## src/rtl/lsa_pkg.sv

```systemverilog
package lsa_pkg;
  typedef enum logic {
    ACC_BYTE = 1'b0,
    ACC_WORD = 1'b1
  } acc_kind_e;
endpackage

```

## src/rtl/lsa_lane_sel.sv

```systemverilog
module lsa_lane_sel #(
  parameter int LANES = 4,
  localparam int OFS_W = $clog2(LANES)
) (
  input  logic [OFS_W-1:0] ofs,
  input  logic             big_end,
  output logic [OFS_W-1:0] lane_idx,
  output logic [LANES-1:0] lane_oh
);
  // Big-endian mirrors the offset: offset 0 is the most significant lane.
  always_comb begin
    if (big_end) lane_idx = OFS_W'(LANES - 1) - ofs;
    else         lane_idx = ofs;
  end

  for (genvar k = 0; k < LANES; k++) begin : g_oh
    assign lane_oh[k] = (lane_idx == OFS_W'(k));
  end

  always_comb begin
    assert ($countones(lane_oh) == 1) else $error("AST_LANE_ONEHOT");
  end
endmodule

```

## src/rtl/lsa_load_path.sv

```systemverilog
module lsa_load_path
  import lsa_pkg::*;
#(
  parameter int LANE_W = 8,
  parameter int LANES  = 4,
  localparam int OFS_W  = $clog2(LANES),
  localparam int DATA_W = LANE_W * LANES
) (
  input  acc_kind_e          kind,
  input  logic [OFS_W-1:0]   ofs,
  input  logic [OFS_W-1:0]   lane_idx,
  input  logic [DATA_W-1:0]  rdata,
  output logic [DATA_W-1:0]  result
);
  logic [DATA_W-1:0] rot;
  logic [LANE_W-1:0] pick;

  // Rotate right by whole lanes: result lane j takes read lane (j + ofs).
  for (genvar j = 0; j < LANES; j++) begin : g_rot
    logic [OFS_W-1:0] src;
    assign src = ofs + OFS_W'(j);
    assign rot[j*LANE_W +: LANE_W] = rdata[src*LANE_W +: LANE_W];
  end

  assign pick = rdata[lane_idx*LANE_W +: LANE_W];

  always_comb begin
    if (kind == ACC_WORD) result = rot;
    else                  result = {{(DATA_W-LANE_W){1'b0}}, pick};
  end
endmodule

```

## src/rtl/lsa_store_path.sv

```systemverilog
module lsa_store_path
  import lsa_pkg::*;
#(
  parameter int LANE_W = 8,
  parameter int LANES  = 4,
  localparam int DATA_W = LANE_W * LANES
) (
  input  acc_kind_e          kind,
  input  logic [LANES-1:0]   lane_oh,
  input  logic [DATA_W-1:0]  src,
  output logic [DATA_W-1:0]  wdata,
  output logic [LANES-1:0]   we
);
  logic [DATA_W-1:0] repl;

  for (genvar k = 0; k < LANES; k++) begin : g_repl
    assign repl[k*LANE_W +: LANE_W] = src[LANE_W-1:0];
  end

  always_comb begin
    if (kind == ACC_WORD) begin
      wdata = src;
      we    = '1;
    end else begin
      wdata = repl;
      we    = lane_oh;
    end
  end
endmodule

```

## src/rtl/ldst_lane_aligner.sv

```systemverilog
module ldst_lane_aligner
  import lsa_pkg::*;
#(
  parameter int LANE_W  = 8,
  parameter int LANES   = 4,
  parameter bit OUT_REG = 1'b1,
  localparam int OFS_W  = $clog2(LANES),
  localparam int DATA_W = LANE_W * LANES
) (
  input  logic              clk,
  input  logic              rst_n,
  input  logic              acc_word,
  input  logic              is_store,
  input  logic [OFS_W-1:0]  addr_lo,
  input  logic              big_end,
  input  logic [DATA_W-1:0] reg_wdata,
  input  logic [DATA_W-1:0] bus_rdata,
  output logic [DATA_W-1:0] bus_wdata,
  output logic [DATA_W-1:0] load_result,
  output logic [LANES-1:0]  lane_we
);
  acc_kind_e         kind;
  logic [OFS_W-1:0]  lane_idx;
  logic [LANES-1:0]  lane_oh;
  logic [DATA_W-1:0] ld_res, st_data;
  logic [LANES-1:0]  st_we;
  logic [DATA_W-1:0] wdata_nx, result_nx;
  logic [LANES-1:0]  we_nx;

  assign kind = acc_kind_e'(acc_word);

  lsa_lane_sel #(.LANES(LANES)) u_sel (
    .ofs(addr_lo), .big_end(big_end), .lane_idx(lane_idx), .lane_oh(lane_oh)
  );

  lsa_load_path #(.LANE_W(LANE_W), .LANES(LANES)) u_ld (
    .kind(kind), .ofs(addr_lo), .lane_idx(lane_idx), .rdata(bus_rdata),
    .result(ld_res)
  );

  lsa_store_path #(.LANE_W(LANE_W), .LANES(LANES)) u_st (
    .kind(kind), .lane_oh(lane_oh), .src(reg_wdata), .wdata(st_data),
    .we(st_we)
  );

  // Next-state: gate each path by direction.
  always_comb begin
    if (is_store) begin
      wdata_nx  = st_data;
      we_nx     = st_we;
      result_nx = '0;
    end else begin
      wdata_nx  = '0;
      we_nx     = '0;
      result_nx = ld_res;
    end
  end

  if (OUT_REG) begin : g_oreg
    logic              ld_en;
    logic [DATA_W-1:0] wdata_q, result_q;
    logic [LANES-1:0]  we_q;

    assign ld_en = 1'b1;

    always_ff @(posedge clk or negedge rst_n) begin
      if (!rst_n) begin
        wdata_q  <= '0;
        result_q <= '0;
        we_q     <= '0;
      end else if (ld_en) begin
        wdata_q  <= wdata_nx;
        result_q <= result_nx;
        we_q     <= we_nx;
      end
    end

    assign bus_wdata   = wdata_q;
    assign load_result = result_q;
    assign lane_we     = we_q;

    AST_LOAD_NO_WE: assert property (@(posedge clk) disable iff (!rst_n)
      !is_store |=> (lane_we == '0 && bus_wdata == '0)) else $error("AST_LOAD_NO_WE");
    AST_BYTE_ZEXT: assert property (@(posedge clk) disable iff (!rst_n)
      (!is_store && !acc_word) |=> (load_result[DATA_W-1:LANE_W] == '0)) else $error("AST_BYTE_ZEXT");
    AST_WORD_STORE_PASS: assert property (@(posedge clk) disable iff (!rst_n)
      (is_store && acc_word) |=> (bus_wdata == $past(reg_wdata) && lane_we == '1)) else $error("AST_WORD_STORE_PASS");
    AST_BYTE_STORE_ONE_LANE: assert property (@(posedge clk) disable iff (!rst_n)
      (is_store && !acc_word) |=> ($countones(lane_we) == 1)) else $error("AST_BYTE_STORE_ONE_LANE");
    AST_BYTE_STORE_REPL: assert property (@(posedge clk) disable iff (!rst_n)
      (is_store && !acc_word) |=> (bus_wdata == {LANES{$past(reg_wdata[LANE_W-1:0])}})) else $error("AST_BYTE_STORE_REPL");
    AST_STORE_NO_RESULT: assert property (@(posedge clk) disable iff (!rst_n)
      is_store |=> (load_result == '0)) else $error("AST_STORE_NO_RESULT");
  end else begin : g_comb
    assign bus_wdata   = wdata_nx;
    assign load_result = result_nx;
    assign lane_we     = we_nx;
  end
endmodule

```

## config.mk

```make
export PLATFORM = sky130hd
export DESIGN_NAME = ldst_lane_aligner
export DESIGN_NICKNAME = d
export VERILOG_FILES = /design/src/rtl/lsa_pkg.sv /design/src/rtl/lsa_lane_sel.sv /design/src/rtl/lsa_load_path.sv /design/src/rtl/lsa_store_path.sv /design/src/rtl/ldst_lane_aligner.sv
export SDC_FILE = /design/constraint.sdc
export NUM_CORES = 1
export LEC_CHECK = 0
export ABC_AREA = 1
export CORE_AREA = 5 5 90 92
export DETAILED_ROUTE_END_ITERATION = 10
export DIE_AREA = 0 0 95 97
export HOLD_SLACK_MARGIN = 0.05
export PLACE_DENSITY = 0.84
export REMOVE_ABC_BUFFERS = 1
export SLEW_MARGIN = 15
export SYNTH_ARGS = -nofsm -noshare
export SYNTH_HDL_FRONTEND = slang
export SYNTH_SLANG_ARGS = --single-unit
```

## constraint.sdc

```tcl
create_clock -name clk -period 0.8 [get_ports clk]
set_input_delay 0.12 -clock clk [delete_from_list [all_inputs] [get_ports clk]]
set_output_delay 0.12 -clock clk [all_outputs]
set_load 0.005 [all_outputs]
```

# After elaboration in Yosys (flattened, before gate mapping)
# Index checks and enable logic that the tools add are counted.
# totals
register_bits	68
word_cells	23
in_bits	71
out_inout_bits	68
# classes
n_shift	5
n_reduce_logical	1
addsub	4
n_eq_ne	3
n_mux	7
# op_table
operator	n
$shiftx A32 B6 Y8	5
$mux W32	4
$mux W4	2
$add A2 B2 Y2 const B	2
$eq A2 B2 Y1 const B	2
$add A2 B1 Y2 const B	1
$eq A2 B1 Y1 const B	1
$logic_not A2 Y1	1
$mux W2	1
$sub A2 B2 Y2 const A	1

# Logic depth before layout (Yosys ltp)
# logic_depth
word_depth	5
ltp_mapped	7
mapped_depth_nobuf	7

# By module
# From an unflattened synthesis, not the netlist that was laid out.
# unflattened
hier_cells	584
area_unflattened_um2	3903.7
# by_module_without_submodules
module	seq_area_each_um2	n_inst	cells_per_inst	area_per_inst_um2
ldst_lane_aligner	1701.6	1	212	2270.9
lsa_load_path	0.0	1	281	1227.4
lsa_store_path	0.0	1	72	326.6
lsa_lane_sel	0.0	1	19	78.8

# Worst setup path before layout
# OpenSTA, ideal clock, no wires.
# synth_path
kind	input to register
startpoint	in addr_lo[0]
endpoint	reg g_oreg.result_q[0] (netlist: load_result[0])
path_slack_ns	-0.159
stages	7
required_time_ns	0.664
arrival_ns	0.823
n_path_buf	1
setup_ns	0.136
path_cell_list	buf_6 -> nand2_1 -> nand3_2 -> nand2_1 -> nand2_1 -> nand3_1 -> a21oi_1
# synth_via
elab_chain_len	5
elab_cells_between_ends	6
cone_classes	1 x add/sub; 2 x shift; 3 x mux
# synth_rtl
element	line	rtl
start, declared	ldst_lane_aligner.sv:14	input logic [OFS_W-1:0] addr_lo,
$sub A2 B2 Y2	lsa_lane_sel.sv:12	if (big_end) lane_idx = OFS_W'(LANES - 1) - ofs;
$mux W2	lsa_lane_sel.sv:12	
$shiftx A32 B6 Y8	lsa_load_path.sv:25	assign pick = rdata[lane_idx*LANE_W +: LANE_W];
$mux W32 (*)	lsa_load_path.sv:28	if (kind == ACC_WORD) result = rot;
$mux W32 (*)	ldst_lane_aligner.sv:48	if (is_store) begin
named net result_nx[0]	ldst_lane_aligner.sv:27	logic [DATA_W-1:0] wdata_nx, result_nx;
end signal, assigned	ldst_lane_aligner.sv:73	result_q <= result_nx;
end, declared	ldst_lane_aligner.sv:61	logic [DATA_W-1:0] wdata_q, result_q;
# The timed path passes the listed nets; every way through them passes the cells marked *.

# Worst setup path in the final report
# layout_path
startpoint	reg g_oreg.result_q[2] (netlist: load_result[2])
endpoint	out load_result[2]
# layout_lines
element	line	rtl
end, declared	ldst_lane_aligner.sv:19	output logic [DATA_W-1:0] load_result,
# No word-level cell between the ends.

==> flow_summary.json <==
{
  "cpMaxStageDelayCell": "dfrtp_1",
  "cp.required_ns": 0.68,
  "post_synth_inst_count": 392,
  "numCtsBuffers": 9,
  "coreArea_mm2": 0.00714,
  "synth.distinct_cells": 20,
  "synthTopCellsByCount": "nand2_1, dfrtp_1, inv_1, a21oi_1, nand3_1",
  "power_mw": 8.61,
  "max_freq_ghz": 0.980,
  "synth_seq_cells": 68,
  "grt_max_degree": 69,
  "drv_cap": 0,
  "drtAntennaViolNets": 0,
  "yosysTopAreaCellShare_pct": 53.4,
  "gp_congestion": 0.906,
  "cts_buffer_depth": 2,
  "routed_wl_um": 12300,
  "first_pass_iters": 5,
  "clock_sinks": 68,
  "yosys_warnings": 0,
  "die_area_mm2": 0.00922,
  "syn-cell-area_mm2": 0.00319,
  "drc_errors": 0,
  "cts_root_buf": "clkbuf_8",
  "p_sw_share_pct": 29.9,
  "antenna_found_initial": 0,
  "slew_headroom_pct": 75.8,
  "p_leak_nw": 2.76,
  "combPwrFrac_pct": 23.6,
  "grt_usage_pct": 25.6,
  "holdPathEnd": "load_result[30]$_DFF_PN0_",
  "min_from": "bus_rdata[30]",
  "drive_gt1_share_pct": 32.8,
  "dr_wl_met2_um": 6290,
  "clkPwrFrac_pct": 33.4,
  "via_per_inst": 5.40,
  "period_minus_slack_ns": 1.02,
  "rsz0062_at_grt": "true",
  "vias": 3659,
  "cts_tree": "yes",
  "async_reset_ff_share_pct": 100,
  "status": "finished, violations left",
  "cp_max_fo": 1,
  "initial_core_util_pct": 44.7,
  "critPathBufInv": 1,
  "post_synth_main_area_contributors": "dfrtp_1, nand2_1, a21oi_1",
  "worst_pin_slew_ns": 0.363,
  "fin_hold_ws_ns": 0.173,
  "drt_iter0_markers": 327,
  "ir_drop_uv": 1160,
  "setup.worst_path.start_class": "register",
  "synth_top_flop_cell": "dfrtp_1",
  "p_seq_share_pct": 43.0,
  "drt-met1-wl_um": 4520,
  "grt_pass1_vias": 3741,
  "htreeDepth": 3,
  "gr-total-overflow": 0,
  "antenna_cells": 0,
  "yosysMostFrequentCell": "nand2_1",
  "io_buffers": 138,
  "crit_family": "flip-flops",
  "hp-class": "input port to register",
  "setup_ws_ns": -0.221,
  "boundaryPins": 139,
  "dr_wl_met3_um": 948,
  "syn2layout_area_growth_pct": 59.5,
  "power.switching_mw": 2.58,
  "avgSynthCellArea_um2": 8.14,
  "crit_chain": "buf_2",
  "violations": "setup timing",
  "final.period_utilization_pct": 128,
  "crit_type": "register to output port",
  "critPathMaxStageDelay_ns": 0.41,
  "hold_viol_final": 0,
  "hpwl_um": 8100,
  "die_h_um": 97,
  "cp-end-kind": "output port",
  "slew_violations": 0,
  "p_per_area_mw_per_mm2": 1690,
  "grt_pass1_wl_um": 18500,
  "synth_area_leader_cell": "dfrtp_1",
  "synth-edff-count": 0,
  "nNetsFinal": 645,
  "dpl.cell_count": 654,
  "die_w_um": 95,
  "crit_arrival_ns": 0.90,
  "synth_seq_area_share_pct": 53.4,
  "avgRoutedWirePerCell_um": 18.1,
  "clk_pin_slew_ns": 0.08,
  "rows": 31,
  "hold-path-cell-count": 5,
  "setup_viol": 71,
  "top_layer": "met4",
  "intPower_mw": 6.04,
  "final_cells": 678,
  "tns_ns": -11.21
}
-- how the worst max path moves through the flow --
| stage | end | from | depth (start not counted) | slack, ns |
|---|---|---|---|---|
| 3_3_place_gp | load_result[7]$_DFF_PN0_ | addr_lo[0] | 8 | -0.79 |
| 6_report | load_result[2] | load_result[2]$_DFF_PN0_ | 1 | -0.22 |
| 5_1_grt | bus_wdata[17] | bus_wdata[17]$_DFF_PN0_ | 1 | -0.23 |
| 2_1_floorplan | load_result[0]$_DFF_PN0_ | acc_word | 6 | -0.28 |
| 4_1_cts | bus_wdata[17] | bus_wdata[17]$_DFF_PN0_ | 1 | -0.21 |
| 3_5_place_dp | load_result[2]$_DFF_PN0_ | addr_lo[0] | 7 | -0.87 |
-- cell usage in the layout, fill, tap and decap left out, drive strengths merged, types with 3 or more instances in the layout --
cell type	instances
dfrtp	68
clkbuf	10
a21oi	44
dlymetal6s2s	8
nand2	96
inv	49
or2	4
dlygate4sd2	5
buf	122
o21ai	23
clkinv	3
clkdlybuf4s50	52
o22ai	16
nor2	31
nand3	44
-- through the flow --
stage	area (um2)	setup slack, ns	util, %
finish	5090	-0.221	71.3
floorplan	3080	-0.277	-
global placement	4980	-0.790	69.8
CTS	4950	-0.210	69.3
global route	5090	-0.232	71.3
detailed placement	4980	-0.867	69.8
-- worst min-delay path, stage by stage --
cell and delay [ns]:
dlymetal6s2s_1 0.13, inv_2 0.08, o21ai_2 0.06, nand2_1 0.05, a21oi_1 0.05
-- cell type report --
cell class                 instances  area (um2)
fill                             521        2050
sequential                        68        1700
timing repair buffer             188        1530
multi-input combinational        258        1350
inverter                          49         194
clock buffer                      10         128
tap                               99         124
clock inverter                     6        63.8
-- cells by family (layout without fill, tap and decap cells) --
logic type / after synthesis / in the layout / share of synthesized area, %
buffers and inverters: 67 / 253 / 9.10
AOI/OAI and AO/OA: 83 / 83 / 13.7
DFF: 68 / 68 / 53.4
and+or+nand+nor: 174 / 175 / 23.9
-- metal layers --
metal | up-vias | track usage [%]
li1 | 1637 | -
met4 | 0 | 11.3
met5 | - | 0
met3 | 54 | 4.34
met1 | 1723 | 30.9
met2 | 245 | 43.9
-- flip-flops by register name, indices dropped and copies added, names as in the netlist --
name and count:
bus_wdata 32, lane_we 4, load_result 32
-- power by group through the flow --
stage          Sequential [mW]  Combinational (mW)  Clock, mW
4_1_cts                   3.70                1.88       2.86
3_5_place_dp              3.78                2.00          0
5_1_grt                   3.72                2.19       3.01
6_report                  3.71                2.03       2.88
3_3_place_gp              3.77                1.94          0
2_1_floorplan             3.80               0.610          0
-- what timing repair did --
action / 4_1_cts / 5_1_grt
cloned: 1 / 1
setup buffers: 5 / 0
pin swaps: 9 / 13
hold buffers: 1 / 0
hold endpoints to repair: 68 / 0
gates resized for setup: 321 / 61
setup endpoints to repair: 128 / 107
(Power assumes the default switching activity.)
